`src/rtl/hdc_pkg.sv`:
```
package hdc_pkg;
  localparam logic [4:0] OFS_DELIV  = 5'h00;
  localparam logic [4:0] OFS_FORCE  = 5'h04;
  localparam logic [4:0] OFS_THRESH = 5'h08;
  localparam logic [4:0] OFS_TOP    = 5'h18;
  localparam logic [4:0] OFS_CLAIM  = 5'h1C;
  localparam int         ID_SHIFT   = 16;

  function automatic int width_of(input int n);
    return (n <= 2) ? 1 : $clog2(n);
  endfunction
endpackage

```
`src/rtl/hdc_arbiter.sv`:
```
module hdc_arbiter #(
  parameter int NUM_SRC = 32,
  parameter int PRIO_W  = 8,
  parameter int HART_W  = 2,
  parameter int SRC_W   = 5,
  parameter int HART_ID = 0
) (
  input  logic [NUM_SRC-1:0]        live,
  input  logic [NUM_SRC*HART_W-1:0] tgt_hart,
  input  logic [NUM_SRC*PRIO_W-1:0] tgt_prio,
  input  logic [PRIO_W-1:0]         thresh,
  output logic                      found,
  output logic [SRC_W-1:0]          win_src,
  output logic [PRIO_W-1:0]         win_prio
);
  localparam logic [HART_W-1:0] MY_ID = HART_W'(HART_ID);

  // Ascending scan with strict compare keeps the lowest number on ties.
  always_comb begin
    found    = 1'b0;
    win_src  = '0;
    win_prio = '1;
    for (int s = 1; s < NUM_SRC; s++) begin
      if (live[s] && (tgt_hart[s*HART_W +: HART_W] == MY_ID) &&
          ((thresh == '0) || (tgt_prio[s*PRIO_W +: PRIO_W] < thresh)) &&
          (!found || (tgt_prio[s*PRIO_W +: PRIO_W] < win_prio))) begin
        found    = 1'b1;
        win_src  = SRC_W'(s);
        win_prio = tgt_prio[s*PRIO_W +: PRIO_W];
      end
    end
  end
endmodule

```
`src/rtl/hdc_hart_regs.sv`:
```
module hdc_hart_regs #(
  parameter int PRIO_W = 8
) (
  input  logic              clk,
  input  logic              rst,
  input  logic              wr_deliv,
  input  logic              wr_force,
  input  logic              wr_thresh,
  input  logic              clr_force,
  input  logic [31:0]       wdata,
  output logic              deliv,
  output logic              frc,
  output logic [PRIO_W-1:0] thresh
);
  always_ff @(posedge clk) begin
    if (rst) begin
      deliv  <= 1'b0;
      frc    <= 1'b0;
      thresh <= '0;
    end else begin
      if (wr_deliv)       deliv <= wdata[0];
      if (clr_force)      frc   <= 1'b0;
      else if (wr_force)  frc   <= wdata[0];
      if (wr_thresh)      thresh <= wdata[PRIO_W-1:0];
    end
  end
endmodule

```
`src/rtl/hart_delivery_ctrl.sv`:
```
module hart_delivery_ctrl #(
  parameter int NUM_SRC  = 32,
  parameter int NUM_HART = 4,
  parameter int PRIO_W   = 8,
  parameter int ADDR_W   = 12,
  parameter int HART_W   = hdc_pkg::width_of(NUM_HART),
  parameter int SRC_W    = hdc_pkg::width_of(NUM_SRC)
) (
  input  logic                      clk,
  input  logic                      rst,
  input  logic                      domain_en,
  input  logic [ADDR_W-1:0]         reg_addr,
  input  logic                      reg_wr,
  input  logic                      reg_rd,
  input  logic [31:0]               reg_wdata,
  output logic [31:0]               reg_rdata,
  input  logic [NUM_SRC-1:0]        src_pend,
  input  logic [NUM_SRC-1:0]        src_en,
  input  logic [NUM_SRC-1:0]        src_in,
  input  logic [NUM_SRC-1:0]        src_lvl_hi,
  input  logic [NUM_SRC-1:0]        src_lvl_lo,
  input  logic [NUM_SRC*HART_W-1:0] src_hart,
  input  logic [NUM_SRC*PRIO_W-1:0] src_prio,
  output logic [NUM_HART-1:0]       hart_irq,
  output logic                      ack_valid,
  output logic [SRC_W-1:0]          ack_src,
  output logic                      ack_repend
);
  import hdc_pkg::*;

  localparam int HSEL_W = ADDR_W - 5;

  logic [NUM_SRC*PRIO_W-1:0] prio_n;
  logic [NUM_SRC-1:0]        live;
  logic [HSEL_W-1:0]         hsel;
  logic [4:0]                ofs;
  logic                      in_range;

  logic              deliv_q  [NUM_HART];
  logic              frc_q    [NUM_HART];
  logic [PRIO_W-1:0] thr_q    [NUM_HART];
  logic              found    [NUM_HART];
  logic [SRC_W-1:0]  win_src  [NUM_HART];
  logic [PRIO_W-1:0] win_prio [NUM_HART];
  logic [31:0]       top_word [NUM_HART];

  assign live     = src_pend & src_en;
  assign hsel     = reg_addr[ADDR_W-1:5];
  assign ofs      = reg_addr[4:0];
  assign in_range = (int'(hsel) < NUM_HART);

  for (genvar s = 0; s < NUM_SRC; s++) begin : g_prio
    assign prio_n[s*PRIO_W +: PRIO_W] =
      (src_prio[s*PRIO_W +: PRIO_W] == '0) ? PRIO_W'(1) : src_prio[s*PRIO_W +: PRIO_W];
  end

  for (genvar h = 0; h < NUM_HART; h++) begin : g_hart
    logic sel;
    assign sel = in_range && (int'(hsel) == h);

    hdc_arbiter #(
      .NUM_SRC(NUM_SRC), .PRIO_W(PRIO_W), .HART_W(HART_W),
      .SRC_W(SRC_W), .HART_ID(h)
    ) arb_i (
      .live(live), .tgt_hart(src_hart), .tgt_prio(prio_n),
      .thresh(thr_q[h]), .found(found[h]),
      .win_src(win_src[h]), .win_prio(win_prio[h])
    );

    assign top_word[h] = found[h]
      ? ((32'(win_src[h]) << ID_SHIFT) | 32'(win_prio[h])) : 32'd0;

    hdc_hart_regs #(.PRIO_W(PRIO_W)) regs_i (
      .clk(clk), .rst(rst),
      .wr_deliv (reg_wr && sel && (ofs == OFS_DELIV)),
      .wr_force (reg_wr && sel && (ofs == OFS_FORCE)),
      .wr_thresh(reg_wr && sel && (ofs == OFS_THRESH)),
      .clr_force(reg_rd && sel && (ofs == OFS_CLAIM) && !found[h]),
      .wdata(reg_wdata),
      .deliv(deliv_q[h]), .frc(frc_q[h]), .thresh(thr_q[h])
    );

    always_ff @(posedge clk) begin
      if (rst) hart_irq[h] <= 1'b0;
      else     hart_irq[h] <= domain_en && deliv_q[h] && (frc_q[h] || found[h]);
    end
  end

  logic [31:0]      rd_mux;
  logic             claim_hit;
  logic [SRC_W-1:0] claim_src;
  logic             claim_rep;

  always_comb begin
    rd_mux    = '0;
    claim_hit = 1'b0;
    claim_src = '0;
    for (int h = 0; h < NUM_HART; h++) begin
      if (in_range && (int'(hsel) == h)) begin
        case (ofs)
          OFS_DELIV:  rd_mux = {31'd0, deliv_q[h]};
          OFS_FORCE:  rd_mux = {31'd0, frc_q[h]};
          OFS_THRESH: rd_mux = 32'(thr_q[h]);
          OFS_TOP:    rd_mux = top_word[h];
          OFS_CLAIM: begin
            rd_mux    = top_word[h];
            claim_hit = found[h];
            claim_src = win_src[h];
          end
          default:    rd_mux = '0;
        endcase
      end
    end
  end

  assign claim_rep = (src_lvl_hi[claim_src] &&  src_in[claim_src]) ||
                     (src_lvl_lo[claim_src] && !src_in[claim_src]);

  always_ff @(posedge clk) begin
    if (rst) begin
      reg_rdata  <= '0;
      ack_valid  <= 1'b0;
      ack_src    <= '0;
      ack_repend <= 1'b0;
    end else begin
      reg_rdata  <= reg_rd ? rd_mux : 32'd0;
      ack_valid  <= reg_rd && claim_hit;
      ack_src    <= (reg_rd && claim_hit) ? claim_src : '0;
      ack_repend <= reg_rd && claim_hit && claim_rep;
    end
  end
endmodule

```
`config.mk`:
```
export PLATFORM = sky130hd
export DESIGN_NAME = hart_delivery_ctrl
export DESIGN_NICKNAME = d
export VERILOG_FILES = /design/src/rtl/hdc_pkg.sv /design/src/rtl/hdc_arbiter.sv /design/src/rtl/hdc_hart_regs.sv /design/src/rtl/hart_delivery_ctrl.sv
export SDC_FILE = /design/constraint.sdc
export NUM_CORES = 2
export LEC_CHECK = 0
export BUFFER_PORTS_ARGS = -buffer_cell sky130_fd_sc_hd__buf_4
export CORE_ASPECT_RATIO = 1.25
export CORE_MARGIN = 5
export CORE_UTILIZATION = 40
export CTS_CLUSTER_SIZE = 25
export DETAILED_ROUTE_END_ITERATION = 8
export PLACE_DENSITY = 0.62
export SYNTH_ARGS = -nofsm -noshare
export SYNTH_HDL_FRONTEND = slang
export SYNTH_SLANG_ARGS = --single-unit
```
`constraint.sdc`:
```
create_clock -name clk -period 76.8 [get_ports clk]
set_clock_uncertainty 0.15 [all_clocks]
set_input_delay 11.52 -clock clk [delete_from_list [all_inputs] [get_ports clk]]
set_output_delay 11.52 -clock clk [all_outputs]
set_load 0.05 [all_outputs]
```
Yosys cells after proc, flatten, opt, wreduce, memory -nomap -nowiden
Cells that the tools add are included.
Word-level totals
  flip-flop bits (word level): 83
  input bits: 529
  output and inout bits: 43
Cells by class
  order comparisons: 246
  equal/unequal tests: 100
  multiplexer cells: 437
  bitwise gates (word level): 7
  reductions and logical operators: 861
Operators with widths (number)
  $lt A8 B8 Y1: 244
  $mux W8: 155
  $logic_and A1 B1 Y1: 412
  $mux W5: 72
  $pmux W21 S4: 4
  $logic_not A8 Y1: 35
  $logic_or A1 B1 Y1: 249
  $mux W1: 139
  $mux W4: 32
  $logic_not A1 Y1: 125
  $eq A2 B2 Y1 const B: 62
  $mux W21: 5
  $mux W32: 3
  $or A21 B8 Y21: 4
  $eq A2 B1 Y1 const B: 31
  $logic_not A2 Y1: 31
  $mux W3: 16
  $and A32 B32 Y32: 1
  $mux W2: 8
  $bmux W1 S5: 3
  $eq A7 B3 Y1 const B: 2
  $reduce_or A2 Y1: 7
  $eq A5 B5 Y1 const B: 2
  $eq A7 B2 Y1 const B: 1
  7 further kinds: 8

Logic depth before layout (Yosys ltp)
  depth after elaboration: 140
  mapped depth: 348
  mapped depth without buffers: 328

Modules after synthesis
From an unflattened synthesis, not the netlist that was laid out.
Second synthesis, totals
  cells, all modules: 10194
  area, all modules: 73163.9 um^2
Modules (own cells, without submodules)
  hdc_arbiter at g_hart[1].arb_i: times used 1, cells an instance 2383, area each 17347.9 um^2, seq. area each 0.0 um^2
  hdc_arbiter at g_hart[2].arb_i: times used 1, cells an instance 2366, area each 16849.9 um^2, seq. area each 0.0 um^2
  hdc_arbiter at g_hart[3].arb_i: times used 1, cells an instance 2333, area each 16702.3 um^2, seq. area each 0.0 um^2
  hdc_arbiter at g_hart[0].arb_i: times used 1, cells an instance 2274, area each 16415.7 um^2, seq. area each 0.0 um^2
  hart_delivery_ctrl: times used 1, cells an instance 710, area each 4426.7 um^2, seq. area each 480.5 um^2
  hdc_hart_regs: times used 4, cells an instance 32, area each 355.3 um^2, seq. area each 200.2 um^2

Least setup slack after synthesis
OpenSTA, ideal clock, no wires.
  path kind: input to register
  start: input port src_prio[12]
  end: register ack_repend
  library setup time: 0.064 ns
  data arrival time: 68.052 ns
  setup slack: 8.535 ns
  cell stages on the path: 328
  path through: or4_1 > clkbuf_1 > o21ai_1 > o211ai_1 > a21oi_1 > clkbuf_1 > nor2_1 > ha_1 > a21o_1 > a21o_1 > a32o_1 > or2_1 > a21oi_4 > mux2i_1 > inv_1 > ha_1 > a211oi_1 > o221ai_1 > [292 not listed] > a21oi_1 > nand2_1 > buf_2 > buf_1 > a21o_1 > ha_1 > o21ai_0 > nand2b_1 > a21oi_1 > o31ai_1 > nand3_1 > a31oi_1 > nand4_1 > a21oi_2 > mux2i_1 > mux2i_1 > a2111o_1 > nand4_1
On the way
  cells in the longest elaborated chain, start to end: 140
  elaborated cells on any way between the ends: 890
Ends and longest elaborated chain
  start, declared: line hart_delivery_ctrl.sv:23  | input logic [NUM_SRC*PRIO_W-1:0] src_prio,
  $logic_not A8 Y1: line hart_delivery_ctrl.sv:54  | (src_prio[s*PRIO_W +: PRIO_W] == '0) ? PRIO_W'(1) : src_prio[s*PRIO_W +: PRIO_W];
  $mux W8 (*): line hart_delivery_ctrl.sv:54
  $lt A8 B8 Y1: line hdc_arbiter.sv:25  | ((thresh == '0) || (tgt_prio[s*PRIO_W +: PRIO_W] < thresh)) &&
  $logic_or A1 B1 Y1: line hdc_arbiter.sv:25
  $logic_and A1 B1 Y1: line hdc_arbiter.sv:24  | if (live[s] && (tgt_hart[s*HART_W +: HART_W] == MY_ID) &&
  $mux W8 or $mux W1 (tied branches): line hdc_arbiter.sv:24
  $lt A8 B8 Y1 or $logic_not A1 Y1 (tied branches): line hdc_arbiter.sv:26  | (!found || (tgt_prio[s*PRIO_W +: PRIO_W] < win_prio))) begin
  $logic_or A1 B1 Y1: line hdc_arbiter.sv:26
  [124 not listed]
  $mux W5: line hart_delivery_ctrl.sv:100  | case (ofs)
  $mux W5: line hart_delivery_ctrl.sv:99  | if (in_range && (int'(hsel) == h)) begin
  $bmux W1 S5: line hart_delivery_ctrl.sv:116, hart_delivery_ctrl.sv:117
  $mux W1 (not written as such): line hart_delivery_ctrl.sv:116, hart_delivery_ctrl.sv:117
  $logic_not A1 Y1: line hart_delivery_ctrl.sv:117  | (src_lvl_lo[claim_src] && !src_in[claim_src]);
  $logic_and A1 B1 Y1: line hart_delivery_ctrl.sv:117
  $logic_or A1 B1 Y1: line hart_delivery_ctrl.sv:116  | assign claim_rep = (src_lvl_hi[claim_src] && src_in[claim_src]) ||
  $logic_and A1 B1 Y1 (*): line hart_delivery_ctrl.sv:129  | ack_repend <= reg_rd && claim_hit && claim_rep;
  end signal, assigned: line hart_delivery_ctrl.sv:129
  end, declared: line hart_delivery_ctrl.sv:27  | output logic ack_repend
Every way passes the cells marked *; elsewhere a longest branch is shown, timed or not. The select of a mux whose other input is x is not followed.
A chain may end at the register's enable or synchronous reset.

Worst setup path after layout
Ends and elaborated chain as after synthesis.

==> results.py <==
metrics = {
    "clock_tree": {
        "cts-root-buf": "clkbuf_16",
        "htreeDepth": 3,
        "clock_path_buffers": 2,
        "numCtsBuffers": 9,
        "postCtsHoldBufs": 0,
        "clock_sinks": 64,
        "cts_tree": "done",
        "clock_latency_ns": 0.36,
        "clkTransAtPathRegs_ns": 0.06,
    },
    "timing": {
        "maxSlewHeadroom": 0.1660,
        "slew_viol_final": 0,
        "hold_viol_final": 0,
        "fin_crit_ns": 73.13,
        "fin_crit_sh": 0.9522,
        "worstMarginPinSlew_ns": 1.235,
        "finalSetupViolations": 0,
        "fmax_mhz": 13.67,
    },
    "grt": {
        "grt_max_degree": 44,
        "overflow": 0,
        "grt_pass1_wl_microns": 432100,
        "antenna_found_initial": 30,
        "grt_pass1_vias": 67490,
        "track_usage": 0.3436,
    },
    "min_path": {
        "min_to": "hart_irq[1]$_SDFF_PP0_",
        "holdPathStages": 1,
        "holdCritPathClass": "register to register",
        "holdCritStartpoint": "g_hart[1].regs_i.deliv$_SDFFE_PP0P_",
    },
    "synthesis": {
        "synthArstFlopShare": 0,
        "yosysTopAreaCellShare": 0.3317,
        "synth.distinct_cells": 115,
        "ys_ff_latch": 64,
        "synthFlopType": "dfxtp_1",
        "synthCells": 8825,
        "synth_warnings": 0,
        "syn_area_sq_um": 63250,
        "synth-edff-count": 0,
        "synth-seq-area-share": 0.02026,
        "synthMostInstantiatedCell": "ha_1",
        "synth.top_cells.by_count": "1677 x ha_1, 914 x a21oi_1, 712 x inv_1",
        "ys_top_cells_by_area": "ha_1 33%, a21oi_1 7.2%, mux2i_1 5.6%",
        "yosys.area.top_type": "ha_1",
        "syn_avg_cell_area_sq_um": 7.168,
    },
    "worst_setup_path": {
        "cp-end-kind": "register",
        "worstPathRequired_ns": 76.94,
        "path_common_cell": "a21oi_1",
        "crit_type": "input pin to register",
        "timing.rr.end": "ack_repend$_SDFF_PP0_",
        "arrival_ns": 73.27,
        "slowest_stage": "a2111oi_1",
        "r2r_start": "g_hart[1].regs_i.thresh[1]$_SDFFE_PP0P_",
        "rrSetupSlack_ns": 14.36,
        "slowest_delay_ns": 0.69,
        "cp_max_fo": 18,
        "worst_setup_path_start_kind": "input pin",
        "rr_worst_depth": 279,
    },
    "place": {
        "dpl_cell_area_sq_um": 69360,
        "dp_hpwl_microns": 243800,
        "dp_cells": 11160,
        "finalWeightedCongestion": 1.037,
        "port_buffers": 516,
    },
    "route": {
        "drc_errors": 0,
        "dr.pass1.iters": 7,
        "via_per_inst": 6.279,
        "postRouteAntennaNets": 0,
        "wl_microns": 303000,
        "routedWlPerCell_microns": 26.99,
        "drtIter0Drc": 6290,
        "routed-via-count": 70470,
    },
    "floorplanning": {
        "io_pins": 572,
        "coreArea_sq_um": 157700,
        "die_h_microns": 454.6,
        "die_area_sq_um": 166200,
        "die_w_microns": 365.7,
        "start_util": 0.4012,
        "rows": 163,
    },
    "final_layout": {
        "final_layout_size_suffix_gt1_frac": 0.1320,
        "final_cells": 11220,
        "nFillCells": 16180,
        "fin_area_sq_um": 70510,
        "area_growth_pct": 11.47,
        "post-route-util": 0.4473,
        "fin_nets": 11340,
    },
    "run": {
        "drv_cap": 0,
    },
    "run_status": {
        "status": "completed",
    },
    "power": {
        "p_leak_nw": 35.64,
        "irDropWorstVdd_mv": 0.01046,
        "powerDensity_nw_per_um2": 11.34,
        "p_total_mw": 0.7996,
    },
}
-- area by class of cell --
cell class	count	area, sq um	share of cell area
repair buffers	685	5205	0.07382
multi-input cells	7654	58330	0.8273
clock inverters	6	115.1	0.001633
flip-flops and latches	64	1286	0.01824
inverters	717	2691	0.03817
well taps	2062	2580	0.03659
clock buffers	10	239.0	0.003389
diodes	25	62.56	0.0008872
-- worst max path at each step --
| stage | from | end | slack (ns) |
|---|---|---|---|
| global route | src_prio[12] | ack_repend$_SDFF_PP0_ | -0.1 |
| finish | src_prio[12] | ack_repend$_SDFF_PP0_ | 3.67 |
| detailed placement | src_prio[12] | ack_repend$_SDFF_PP0_ | 0.04 |
| global placement | src_prio[12] | ack_repend$_SDFF_PP0_ | 0.66 |
| CTS | src_prio[12] | ack_repend$_SDFF_PP0_ | 0.18 |
| floorplan | src_prio[12] | ack_repend$_SDFF_PP0_ | 8.53 |
-- power breakdown --
part | switching, mW | leakage, nW | internal [mW] | total (mW)
combinational | 0.438 | 35.0 | 0.278 | 0.716
clock | 0.0176 | 0.169 | 0.0327 | 0.0503
sequential | 0.00000671 | 0.517 | 0.0332 | 0.0332
-- flip-flops by register name (all words and copies together) (netlist names) --
signal and flops:
g_hart.regs_i.thresh 32, reg_rdata 13, ack_src 5, g_hart.regs_i.deliv 4, g_hart.regs_i.frc 4, hart_irq 4, ack_repend 1, ack_valid 1
-- critical path: cells and delay by family --
kind	cells	cell delay, ns
fa+ha+maj	31	8.65
buf+inv	25	2.88
simple gates	58	9.50
compound gates	143	32.10
mux	23	8.50
-- cell families (layout without fill, tap and decap cells) --
group | after synthesis | in the layout | synth area share
muxes | 618 | 618 | 0.1032
buffers and inverters | 1127 | 1418 | 0.06830
other | 1 | 44 | 0.00005928
adders and majority gates | 1687 | 1687 | 0.3333
and+or+nand+nor | 2604 | 2604 | 0.2070
AOI/OAI and AO/OA | 2724 | 2726 | 0.2679
DFF | 64 | 64 | 0.02026
-- per-layer routing --
layer	part of all wire	track usage
met5	0.00022	0
met4	0.083	0.2317
met3	0.077	0.05281
met2	0.45	0.5718
met1	0.39	0.4074
-- repair_timing --
item	CTS	global route
setup buffers	0	19
gates resized for setup	0	144
endpoints found under the setup margin	0	19
-- layout by cell type (no fill, tap or decap), types with 27 or more instances in the layout --
cell type  netlist  final
a211o_1         27     27
a211oi_1        70     69
a21boi_0        32     31
a21o_1         289    287
a21oi_1        914    886
a21oi_2          5     28
a31oi_1         38     35
and2_1          56     55
and3_1          40     39
and4_1          48     48
buf_4           19    680
dfxtp_1         64     60
ha_1          1677   1677
inv_1          712    684
inv_2            5     33
mux2_2         260    260
mux2i_1        356    349
nand2_1        646    640
nand2b_1       304    303
nand3_1        122    121
nand4_1        111    111
nor2_1         621    605
nor2b_1        309    309
nor3_1         130    129
nor4_1          54     53
o211ai_1        97     97
o21a_1         116    116
o21ai_0        704    686
o21ai_1         28     37
o21bai_1        36     30
o31ai_1         32     32
or2_2           39     38
or3_1           38     37
-- per-stage QoR --
stage / worst slack [ns] / setup TNS, ns / hold slack (ns)
2_1_floorplan: 8.535 / 0 / 0.2901
3_3_place_gp: 0.6625 / 0 / 0.3107
3_5_place_dp: 0.04020 / 0 / 0.3235
4_1_cts: 0.1830 / 0 / 0.3291
5_1_grt: -0.09672 / -0.09672 / 0.3345
6_report: 3.669 / 0 / 0.3219
No activity file was read; power rests on OpenSTA's default activity.
